## src/rtl/hpslot_pkg.sv

```systemverilog
package hpslot_pkg;

  localparam int HALF_W    = 16;
  localparam int SLOTNUM_W = 8;
  localparam int VEC_W     = 5;

  // control half field positions (software decodes these)
  localparam int C_BTN_EN  = 0;
  localparam int C_PRS_EN  = 3;
  localparam int C_CMD_EN  = 4;
  localparam int C_HP_IE   = 5;
  localparam int C_ATTN_LO = 6;
  localparam int C_PIND_LO = 8;
  localparam int C_PWR     = 10;
  localparam int C_LOCK    = 11;

  // status half field positions
  localparam int S_BTN    = 0;
  localparam int S_PRSCHG = 3;
  localparam int S_CMD    = 4;
  localparam int S_PRS    = 6;
  localparam int S_LOCK   = 7;

  typedef logic [HALF_W-1:0] half_t;

  localparam half_t EVENT_BITS  = 16'h001F;  // write-1-to-clear events
  localparam half_t NOTIFY_BITS = 16'h0019;  // events that may notify
  localparam half_t CTL_WMASK   = 16'h07F9;  // stored writable control bits
  localparam half_t CTL_RESET   = 16'h00C0;  // attention indicator off

  localparam logic [1:0] IND_OFF = 2'b11;

  function automatic half_t be_merge(input half_t old, input half_t wd,
                                     input logic [1:0] be);
    return {be[1] ? wd[15:8] : old[15:8], be[0] ? wd[7:0] : old[7:0]};
  endfunction

  function automatic logic notify_level(input half_t ctl, input half_t sta);
    return ctl[C_HP_IE] & (|(ctl & sta & NOTIFY_BITS));
  endfunction

  // clearing a bit that was never set undoes the whole write
  function automatic half_t status_w1c(input half_t cur, input half_t wd);
    if (|(wd & ~cur & EVENT_BITS)) return cur;
    return cur & ~(wd & EVENT_BITS);
  endfunction

  function automatic logic powered_down(input half_t ctl);
    return ctl[C_PWR] && (ctl[C_PIND_LO +: 2] == IND_OFF);
  endfunction

endpackage

```

## src/rtl/hpslot_ctl_reg.sv

```systemverilog
module hpslot_ctl_reg
  import hpslot_pkg::*;
(
  input  logic       clk_i,
  input  logic       rst_ni,
  input  logic       wr_i,
  input  logic [1:0] be_i,
  input  half_t      wdata_i,
  input  logic       present_i,
  output half_t      ctl_o,
  output logic       lock_flip_o,
  output logic       detach_evt_o,
  output logic       detach_req_o,
  output logic       cmd_done_o
);

  half_t ctl_q;
  half_t ctl_new;
  logic  detach_q;
  logic  cmd_q;

  always_comb begin
    ctl_new = (ctl_q & ~CTL_WMASK) | (be_merge(ctl_q, wdata_i, be_i) & CTL_WMASK);
  end

  // lock control is never stored: a written 1 only flips the status
  assign lock_flip_o  = wr_i & be_i[1] & wdata_i[C_LOCK];
  assign detach_evt_o = wr_i & present_i & powered_down(ctl_new) & ~powered_down(ctl_q);

  always_ff @(posedge clk_i) begin
    if (!rst_ni) begin
      ctl_q    <= CTL_RESET;
      detach_q <= 1'b0;
      cmd_q    <= 1'b0;
    end else begin
      if (wr_i) ctl_q <= ctl_new;
      detach_q <= detach_evt_o;
      cmd_q    <= wr_i;
    end
  end

  assign ctl_o        = ctl_q;
  assign detach_req_o = detach_q;
  assign cmd_done_o   = cmd_q;

endmodule

```

## src/rtl/hpslot_sta_reg.sv

```systemverilog
module hpslot_sta_reg
  import hpslot_pkg::*;
(
  input  logic  clk_i,
  input  logic  rst_ni,
  input  logic  boot_present_i,
  input  logic  insert_i,
  input  logic  button_i,
  input  logic  wr_i,
  input  half_t wdata_i,
  input  logic  lock_flip_i,
  input  logic  detach_evt_i,
  input  logic  cmd_done_i,
  output half_t sta_o,
  output logic  link_o
);

  half_t sta_q;
  half_t sta_d;
  logic  link_q;
  logic  link_d;

  always_comb begin
    sta_d  = sta_q;
    link_d = link_q;
    if (wr_i) sta_d = status_w1c(sta_q, wdata_i);
    if (lock_flip_i) sta_d[S_LOCK] = ~sta_q[S_LOCK];
    if (detach_evt_i) begin
      sta_d[S_PRS]    = 1'b0;
      sta_d[S_PRSCHG] = 1'b1;
      link_d          = 1'b0;
    end
    if (insert_i) begin
      sta_d[S_PRS]    = 1'b1;
      sta_d[S_PRSCHG] = 1'b1;
      sta_d[S_BTN]    = 1'b1;
      link_d          = 1'b1;
    end
    if (button_i)   sta_d[S_BTN] = 1'b1;
    if (cmd_done_i) sta_d[S_CMD] = 1'b1;
  end

  always_ff @(posedge clk_i) begin
    if (!rst_ni) begin
      sta_q  <= half_t'(boot_present_i) << S_PRS;
      link_q <= boot_present_i;
    end else begin
      sta_q  <= sta_d;
      link_q <= link_d;
    end
  end

  assign sta_o  = sta_q;
  assign link_o = link_q;

endmodule

```

## src/rtl/hpslot_notify.sv

```systemverilog
module hpslot_notify
  import hpslot_pkg::*;
(
  input  logic  clk_i,
  input  logic  rst_ni,
  input  half_t ctl_i,
  input  half_t sta_i,
  input  logic  msix_en_i,
  input  logic  msi_en_i,
  output logic  lvl_now_o,
  output logic  lvl_seen_o,
  output logic  msg_req_o,
  output logic  msg_msix_o,
  output logic  intx_o
);

  logic lvl_q;
  logic req_q;
  logic kind_q;
  logic intx_q;
  logic changed;
  logic legacy;

  assign lvl_now_o = notify_level(ctl_i, sta_i);
  assign changed   = lvl_now_o ^ lvl_q;
  assign legacy    = ~msix_en_i & ~msi_en_i;

  always_ff @(posedge clk_i) begin
    if (!rst_ni) begin
      lvl_q  <= 1'b0;
      req_q  <= 1'b0;
      kind_q <= 1'b0;
      intx_q <= 1'b0;
    end else begin
      lvl_q <= lvl_now_o;
      req_q <= changed & ~legacy;
      if (changed & ~legacy) kind_q <= msix_en_i;
      if (legacy) intx_q <= lvl_now_o & (changed | intx_q);
    end
  end

  assign lvl_seen_o = lvl_q;
  assign msg_req_o  = req_q;
  assign msg_msix_o = kind_q;
  assign intx_o     = intx_q;

endmodule

```

## src/rtl/hpslot_ctrl.sv

```systemverilog
module hpslot_ctrl
  import hpslot_pkg::*;
#(
  parameter int ADDR_W    = 10,
  parameter int CAP_ADDR  = 6,
  parameter int SLOT_ADDR = 7,
  parameter int SLOT_NUM  = 0,
  parameter int MSG_NUM   = 0
) (
  input  logic              clk_i,
  input  logic              rst_ni,
  input  logic              cfg_wr_i,
  input  logic [ADDR_W-1:0] cfg_addr_i,
  input  logic [3:0]        cfg_be_i,
  input  logic [31:0]       cfg_wdata_i,
  output logic [31:0]       cfg_rdata_o,
  input  logic              boot_present_i,
  input  logic              insert_i,
  input  logic              button_i,
  input  logic              msix_en_i,
  input  logic              msi_en_i,
  output logic              msg_req_o,
  output logic              msg_msix_o,
  output logic [VEC_W-1:0]  msg_vec_o,
  output logic              intx_o,
  output logic              detach_req_o,
  output logic              link_active_o
);

  localparam logic [ADDR_W-1:0] CAP_A  = ADDR_W'(CAP_ADDR);
  localparam logic [ADDR_W-1:0] SLOT_A = ADDR_W'(SLOT_ADDR);
  // low bits: button, power ctl, attn ind, power ind, surprise, capable
  localparam logic [6:0]  CAP_FLAGS = 7'b1111011;
  localparam logic [31:0] CAP_WORD  = {VEC_W'(MSG_NUM), SLOTNUM_W'(SLOT_NUM),
                                       1'b0, 1'b1, 10'b0, CAP_FLAGS};

  logic  slot_hit;
  logic  ctl_hit;
  logic  sta_hit;
  half_t sta_wd;
  half_t ctl_w;
  half_t sta_w;
  logic  lock_flip;
  logic  detach_evt;
  logic  cmd_done;
  logic  lvl_now;
  logic  lvl_seen;
  logic  unused_hi;

  assign slot_hit  = cfg_wr_i && (cfg_addr_i == SLOT_A);
  assign ctl_hit   = slot_hit && (|cfg_be_i[1:0]);
  assign sta_hit   = slot_hit && (|cfg_be_i[3:2]);
  assign sta_wd    = {8'h00, cfg_be_i[2] ? cfg_wdata_i[23:16] : 8'h00};
  assign unused_hi = ^cfg_wdata_i[31:24];

  hpslot_ctl_reg u_ctl (
    .clk_i        (clk_i),
    .rst_ni       (rst_ni),
    .wr_i         (ctl_hit),
    .be_i         (cfg_be_i[1:0]),
    .wdata_i      (cfg_wdata_i[15:0]),
    .present_i    (sta_w[S_PRS]),
    .ctl_o        (ctl_w),
    .lock_flip_o  (lock_flip),
    .detach_evt_o (detach_evt),
    .detach_req_o (detach_req_o),
    .cmd_done_o   (cmd_done)
  );

  hpslot_sta_reg u_sta (
    .clk_i          (clk_i),
    .rst_ni         (rst_ni),
    .boot_present_i (boot_present_i),
    .insert_i       (insert_i),
    .button_i       (button_i),
    .wr_i           (sta_hit),
    .wdata_i        (sta_wd),
    .lock_flip_i    (lock_flip),
    .detach_evt_i   (detach_evt),
    .cmd_done_i     (cmd_done),
    .sta_o          (sta_w),
    .link_o         (link_active_o)
  );

  hpslot_notify u_ntf (
    .clk_i      (clk_i),
    .rst_ni     (rst_ni),
    .ctl_i      (ctl_w),
    .sta_i      (sta_w),
    .msix_en_i  (msix_en_i),
    .msi_en_i   (msi_en_i),
    .lvl_now_o  (lvl_now),
    .lvl_seen_o (lvl_seen),
    .msg_req_o  (msg_req_o),
    .msg_msix_o (msg_msix_o),
    .intx_o     (intx_o)
  );

  always_comb begin
    if (cfg_addr_i == CAP_A)       cfg_rdata_o = CAP_WORD;
    else if (cfg_addr_i == SLOT_A) cfg_rdata_o = {sta_w, ctl_w};
    else                           cfg_rdata_o = 32'h0;
  end

  assign msg_vec_o = VEC_W'(MSG_NUM);

endmodule

```

## config.mk

```make
export PLATFORM = sky130hd
export DESIGN_NAME = hpslot_ctrl
export DESIGN_NICKNAME = d
export VERILOG_FILES = /design/src/rtl/hpslot_pkg.sv /design/src/rtl/hpslot_ctl_reg.sv /design/src/rtl/hpslot_sta_reg.sv /design/src/rtl/hpslot_notify.sv /design/src/rtl/hpslot_ctrl.sv
export SDC_FILE = /design/constraint.sdc
export NUM_CORES = 1
export LEC_CHECK = 0
export ABC_AREA = 0
export BUFFER_PORTS_ARGS = -buffer_cell sky130_fd_sc_hd__buf_2
export CAP_MARGIN = 10
export CORE_MARGIN = 4
export CORE_UTILIZATION = 30
export CTS_BUF_LIST = sky130_fd_sc_hd__clkbuf_4 sky130_fd_sc_hd__clkbuf_8
export DETAILED_ROUTE_END_ITERATION = 8
export SLEW_MARGIN = 20
export SYNTH_ARGS = -nofsm -noshare
export SYNTH_HDL_FRONTEND = slang
export SYNTH_SLANG_ARGS = --single-unit
```

## constraint.sdc

```tcl
create_clock -name clk_i -period 2.5 [get_ports clk_i]
set_input_delay 0.25 -clock clk_i [delete_from_list [all_inputs] [get_ports clk_i]]
set_output_delay 0.25 -clock clk_i [all_outputs]
set_load 0.05 [all_outputs]
```

======== Yosys cells after proc, flatten, opt, wreduce, memory -nomap -nowiden ========
Cells that the tools add are included.
word-level totals
  register bits after elaboration ......... 39
  input bits .............................. 54
  output and inout port bits .............. 42
  word-level logic and storage cells ...... 88
cells by class
  eq/ne operators ......................... 12
  muxes and demuxes ....................... 21
  bitwise gates (word level) .............. 22
  reduce and logical (&&, ||, !) cells .... 19
operators by type and width
  kind                 count
  $mux 32              2
  $eq 10x3->1 const B  2
  $and 16x16->16       1
  $mux 16              1
  $mux 8               2
  $not 5->16           1
  $or 16x11->16        1
  $mux 1               13
  $reduce_and 2->1     6
  $and 5x5->5          2
  $and 1x1->1          9
  $ne 4x4->1 const B   2
  $mux 7               1
  $ne 3x3->1 const B   2
  $reduce_bool 3->1    2
  $logic_and 1x1->1    5
  $mux 5               1
  $ne 5x5->1 const B   1
  $not 1->1            5
  $not 5->5            1
  $reduce_or 5->1      1
  $eq 2x2->1 const B   2
  $ne 4x1->1 const B   1
  $reduce_bool 2->1    2
  other kinds (7)      8

======== Depth between registers and ports, before layout ========
  depth in word-level cells ............... 10
  gate-level depth with buffers ........... 6

======== Modules after synthesis ========
From an unflattened synthesis, not the netlist that was laid out.
second synthesis, totals
  cell total of the unflattened synthesis .. 224
  area, all modules ....................... 1,755.4 um2
modules (own cells, without submodules)
  module          instances  cells each  area each (um2)  sequential area each (um2)
  hpslot_ctrl     1          98          579.3            0.0
  hpslot_ctl_reg  1          58          534.3            220.2
  hpslot_sta_reg  1          47          462.9            180.2
  hpslot_notify   1          21          178.9            80.1

======== Worst setup path after synthesis ========
No wires, ideal clock.
  path kind ............................... input port to output port
  from .................................... input port cfg_addr_i[9]
  to ...................................... output port cfg_rdata_o[0]
  arrival ................................. 1.971 ns
  data required time ...................... 2.250 ns
  setup slack ............................. 0.279 ns
  stages on the path ...................... 4
  cell sequence ........................... nor4_4 > nand3_1 > nor2_1 > a21o_1
between the ends
  longest elaborated chain between the ends .. 3
  elaborated cells between the ends (all ways) .. 4
  those cells by class .................... eq/ne (2); mux (2)
ends and longest elaborated chain
  element          line                RTL
  start, declared  hpslot_ctrl.sv:13   input logic [ADDR_W-1:0] cfg_addr_i,
  $eq 10x3->1      hpslot_ctrl.sv:101  else if (cfg_addr_i == SLOT_A) cfg_rdata_o = {sta_w, ctl_w};
  $mux 32          hpslot_ctrl.sv:101
  $mux 32 (*)      hpslot_ctrl.sv:100  if (cfg_addr_i == CAP_A) cfg_rdata_o = CAP_WORD;
  end, declared    hpslot_ctrl.sv:16   output logic [31:0] cfg_rdata_o,
Mark *: on every way between the ends. The rest lies on a longest branch, timed or not.

======== Worst setup path in the final report ========
  from .................................... input port cfg_addr_i[9]
  to ...................................... output port cfg_rdata_o[17]
The elaborated chain is that of the path after synthesis.

==> results <==
- The flow ran to the end, and the final reports show no timing, DRC or antenna violations.
- The proportion of layout cells with a drive suffix above 1 is a little under a third.
- The sum of overflow across all layers after global routing is 0.
- The H-tree depth reported by CTS is 1.
- Buffers added to address setup during post-CTS repair amount to 0.
- The count of final max-slew check failures is 0.
- In this run the power density over the cells is about 470 nW/um^2.
- After Yosys synthesis, and, or, nand and nor cells account for approximately 25% of the synthesized area.
- After floorplanning, the core was divided into 24 placement rows.
- The flop and latch count out of synthesis is 23.
- At the worst endpoint, the required time is around 2.3 ns.
- The number of synthesis warnings is 0.
- The xor and xnor fraction of the mapped netlist area is 0%.
- The area fraction in compound gates after synthesis is between 10% and 20%.
- The count of distinct cell types in the synthesized netlist is ~40.
- Clock-pin slew was measured on the worst setup and hold paths at around 0.080 ns.
- After synthesis, the share of flip-flops with an asynchronous set or reset is 0%.
- The die covers about 5700 um^2.
- The vertical die dimension is ~75 um.
- TritonCTS built the clock tree.
- Derived from the worst setup path, the maximum achievable clock frequency is between 0.5 and 0.6 GHz.
- Entering global routing, the biggest net connects 18 pins.
- The largest total area in the synthesized netlist belongs to sky130_fd_sc_hd__dfxtp_1.
- Counting instances in the post-synthesis netlist gives the leading cell types as sky130_fd_sc_hd__dfxtp_1 (21), sky130_fd_sc_hd__buf_4 (20), sky130_fd_sc_hd__nand3_1 (15).
- The number of iterations in the first detailed-routing pass is 4.
- The count of input and output buffers is 58.
- sky130_fd_sc_hd__dfxtp_1 is the most common cell in the netlist.
- The cell class contributing the biggest share of worst-path delay is simple AND/OR/NAND/NOR gates.
- The cell chosen for the clock root is sky130_fd_sc_hd__clkbuf_8.
- Using the TritonRoute via totals, the vias-per-cell ratio works out to between 4 and 5.
- Pin placement for this block handled 96 I/O pins.
- For this design, the CTS-stage hold fixing added 0 buffers.
- The dominant register cell in the synthesized netlist is sky130_fd_sc_hd__dfxtp_1.
- The final critical-path share of the clock period is 76.5%.
- For this run, the share of the core covered by cells in the final layout is a little under two fifths.
- The wire length per cell after detailed routing is 12.7 um.
- The clock arrives with about 0.0019 ns of skew.
- The element type at the critical path end is a primary output.
- In this run the static leakage power is about 0.8 nW.
- The layout overhead on the synthesized area is 22.1%.
- The multiplexer share of the synthesized area is about 1.6%.
- Measured along the x axis, the die boundary spans ~75 um.
- The initial core utilization is a little under a third.
- Once detail routing completed, the nets flagged for antenna violations numbered 0.
- The per-instance average area after synthesis is slightly above 8 um^2.
- CTS saw 23 sinks.
- The critical path is of the input port to primary output type.
- For this run, the post-layout net count is 278.
- The dominant combinational cell family by area after synthesis is simple AND/OR/NAND/NOR gates.
- The number of antenna violations at the first check in global routing is 0.
- The arithmetic-cell share of the synthesized area counting full adders, half adders and majority gates is 0%.
- In this run the standard cell core region covers between 4000 and 5000 um^2.
- The kind of path behind the tightest hold check is input port to flop.
- The signal on the critical path passes through buf_2 > nor4_4 > nand3_1 > nor2_1 > a21o_1 > buf_2.
- The HPWL after detailed placement is 2.82 mm.
- The number of global-route vias before repair was ~1200.
- The top cell type's share of synthesized area is 31.0%.
- At the later pin of the worst-skew pair, clock insertion delay measures 0.26 ns.
- The first-pass GRT wire length is 5.35 mm.
- The number of enable-type register cells in the synthesized netlist is 2.
- The highest cell delay on the worst timing path is roughly 0.36 ns.
- The post-route total power is a little under 0.8 mW.
- Across the run, the number of max-cap violations was 0.
- By instance count, the cell type seen most on the critical path is sky130_fd_sc_hd__buf_2.
- The data arrival time of the critical path is roughly 1.7 ns.
- The slowest stage of the critical path is the sky130_fd_sc_hd__nor2_1 cell.
- For this block, the initial DRC count from the detailed router was 26.
- The clock buffer count from CTS is 3.
- The number of instances resized during post-cts repair is 0.
- Summed over all failing endpoints, the final setup total negative slack is 0 ns.
- The number of buffers and inverters on the critical path is 2.
- The maximum clock insertion buffer count is 2.
- The count of endpoints failing setup in the final report is 0.
- Setup repair after global routing left no endpoint under its margin.
- After synthesis, the cell types taking the most area are sky130_fd_sc_hd__dfxtp_1 (31%), sky130_fd_sc_hd__buf_4 (11%), sky130_fd_sc_hd__and2_1 (6.0%), sky130_fd_sc_hd__nand3_1 (5.5%), sky130_fd_sc_hd__o21ai_0 (4.8%).
- The synthesized cell area is roughly 1400 um^2.
- The minimum period implied by the final worst setup slack is approximately 1.9 ns.
- The critical path launch point type is an input port.
- 0 antenna diodes ended up in the layout.
- The worst IR drop on VDD is about 0.17 mV.
- In the routed design, unresolved DRC markers number 0.
- The via count is between 1000 and 1500.
- The weighted congestion reported at the end of routability-driven placement is slightly above 0.8.
- The routed wire length is between 3 and 4 mm.
- Sequential elements use 35.4% of the synthesized area.
- The cell count after synthesis came out at between 150 and 200.
- The largest fanout on the critical path is 6.
- The number of endpoints with negative hold slack in the final report came to 0.
- The global-route usage over all layers is 12.4%.
## placed cells by master, fill, tap and decap left out, drive strengths merged, types with 2 or more instances in the layout
| cell type | synthesis | layout |
|---|---|---|
| buf | 22 | 61 |
| dfxtp | 21 | 21 |
| conb | 1 | 20 |
| nand3 | 15 | 15 |
| and2 | 13 | 13 |
| o21ai | 13 | 13 |
| inv | 9 | 9 |
| a21oi | 9 | 9 |
| nor2 | 9 | 9 |
| nand2 | 6 | 6 |
| a21o | 5 | 5 |
| nand2b | 5 | 5 |
| nor3 | 4 | 4 |
| clkbuf | 4 | 4 |
| nand4 | 2 | 2 |
| a311oi | 2 | 2 |
| a41oi | 2 | 2 |
| o31a | 2 | 2 |
| o21a | 2 | 2 |
| edfxtp | 2 | 2 |
| nor4 | 2 | 2 |
## sequential cells by signal (all words and copies together) (netlist names)
signal and cells:
u_ctl.ctl_o 9, u_ntf.msg_req_o 1, u_ntf.lvl_seen_o 1, u_sta.sta_o 7, u_ntf.msg_msix_o 1, u_ctl.cmd_done_o 1, u_ntf.intx_o 1, u_sta.link_o 1
u_ctl.detach_req_o 1
## logic make-up (layout without fill, tap and decap cells)
kind of cell | Yosys count | in the layout
compound gates | 42 | 42
buf+inv | 36 | 75
flops | 23 | 23
mux | 2 | 2
other cells | 1 | 20
simple gates | 61 | 61
## stage by stage
stage | setup WS [ns] | hold WS [ns] | instances | instance area (um^2)
floorplan | 0.279 | 0.351 | 184 | 1430
global placement | 0.606 | 0.434 | 271 | 1610
detailed placement | 0.608 | 0.438 | 271 | 1610
CTS | 0.606 | 0.185 | 275 | 1660
global route | 0.415 | 0.187 | 275 | 1660
finish | 0.589 | 0.191 | 275 | 1660
## per-layer routing
metal  wire length [um]  vias to the layer above  global-route usage (%)
li1                   -                      656                       -
met3                295                        2                    2.94
met1               1530                      547                    16.4
met4                 19                        0                    3.50
met5                  0                        -                       0
met2               1640                       47                    20.1
## power by group
group	switching [mW]	total, mW	internal, mW	leakage, nW
Clock	0.114	0.239	0.124	0.0262
Sequential	0.00494	0.384	0.379	0.190
Combinational	0.114	0.149	0.0348	0.605
## path summary, 6_finish.rpt
check / from / to / slack (ns) / cells after the start
max: cfg_addr_i[9] / cfg_rdata_o[17] / 0.59 / 6
min: cfg_wdata_i[16] / u_sta.sta_o[0] / 0.19 / 2
max reg2reg: u_sta.sta_o[6] / u_sta.link_o / 1.07 / 4
min reg2reg: u_sta.sta_o[2] / u_sta.sta_o[2] / 0.45 / 2
## final cells by class
cell class | count | area (um^2)
fill | 490 | 2700
multi-input combinational | 125 | 712
sequential | 23 | 480
timing repair buffer | 61 | 313
tap | 52 | 65.1
clock buffer | 4 | 48.8
inverter | 10 | 37.5
Note: power is estimated with default switching activity, not from simulation.
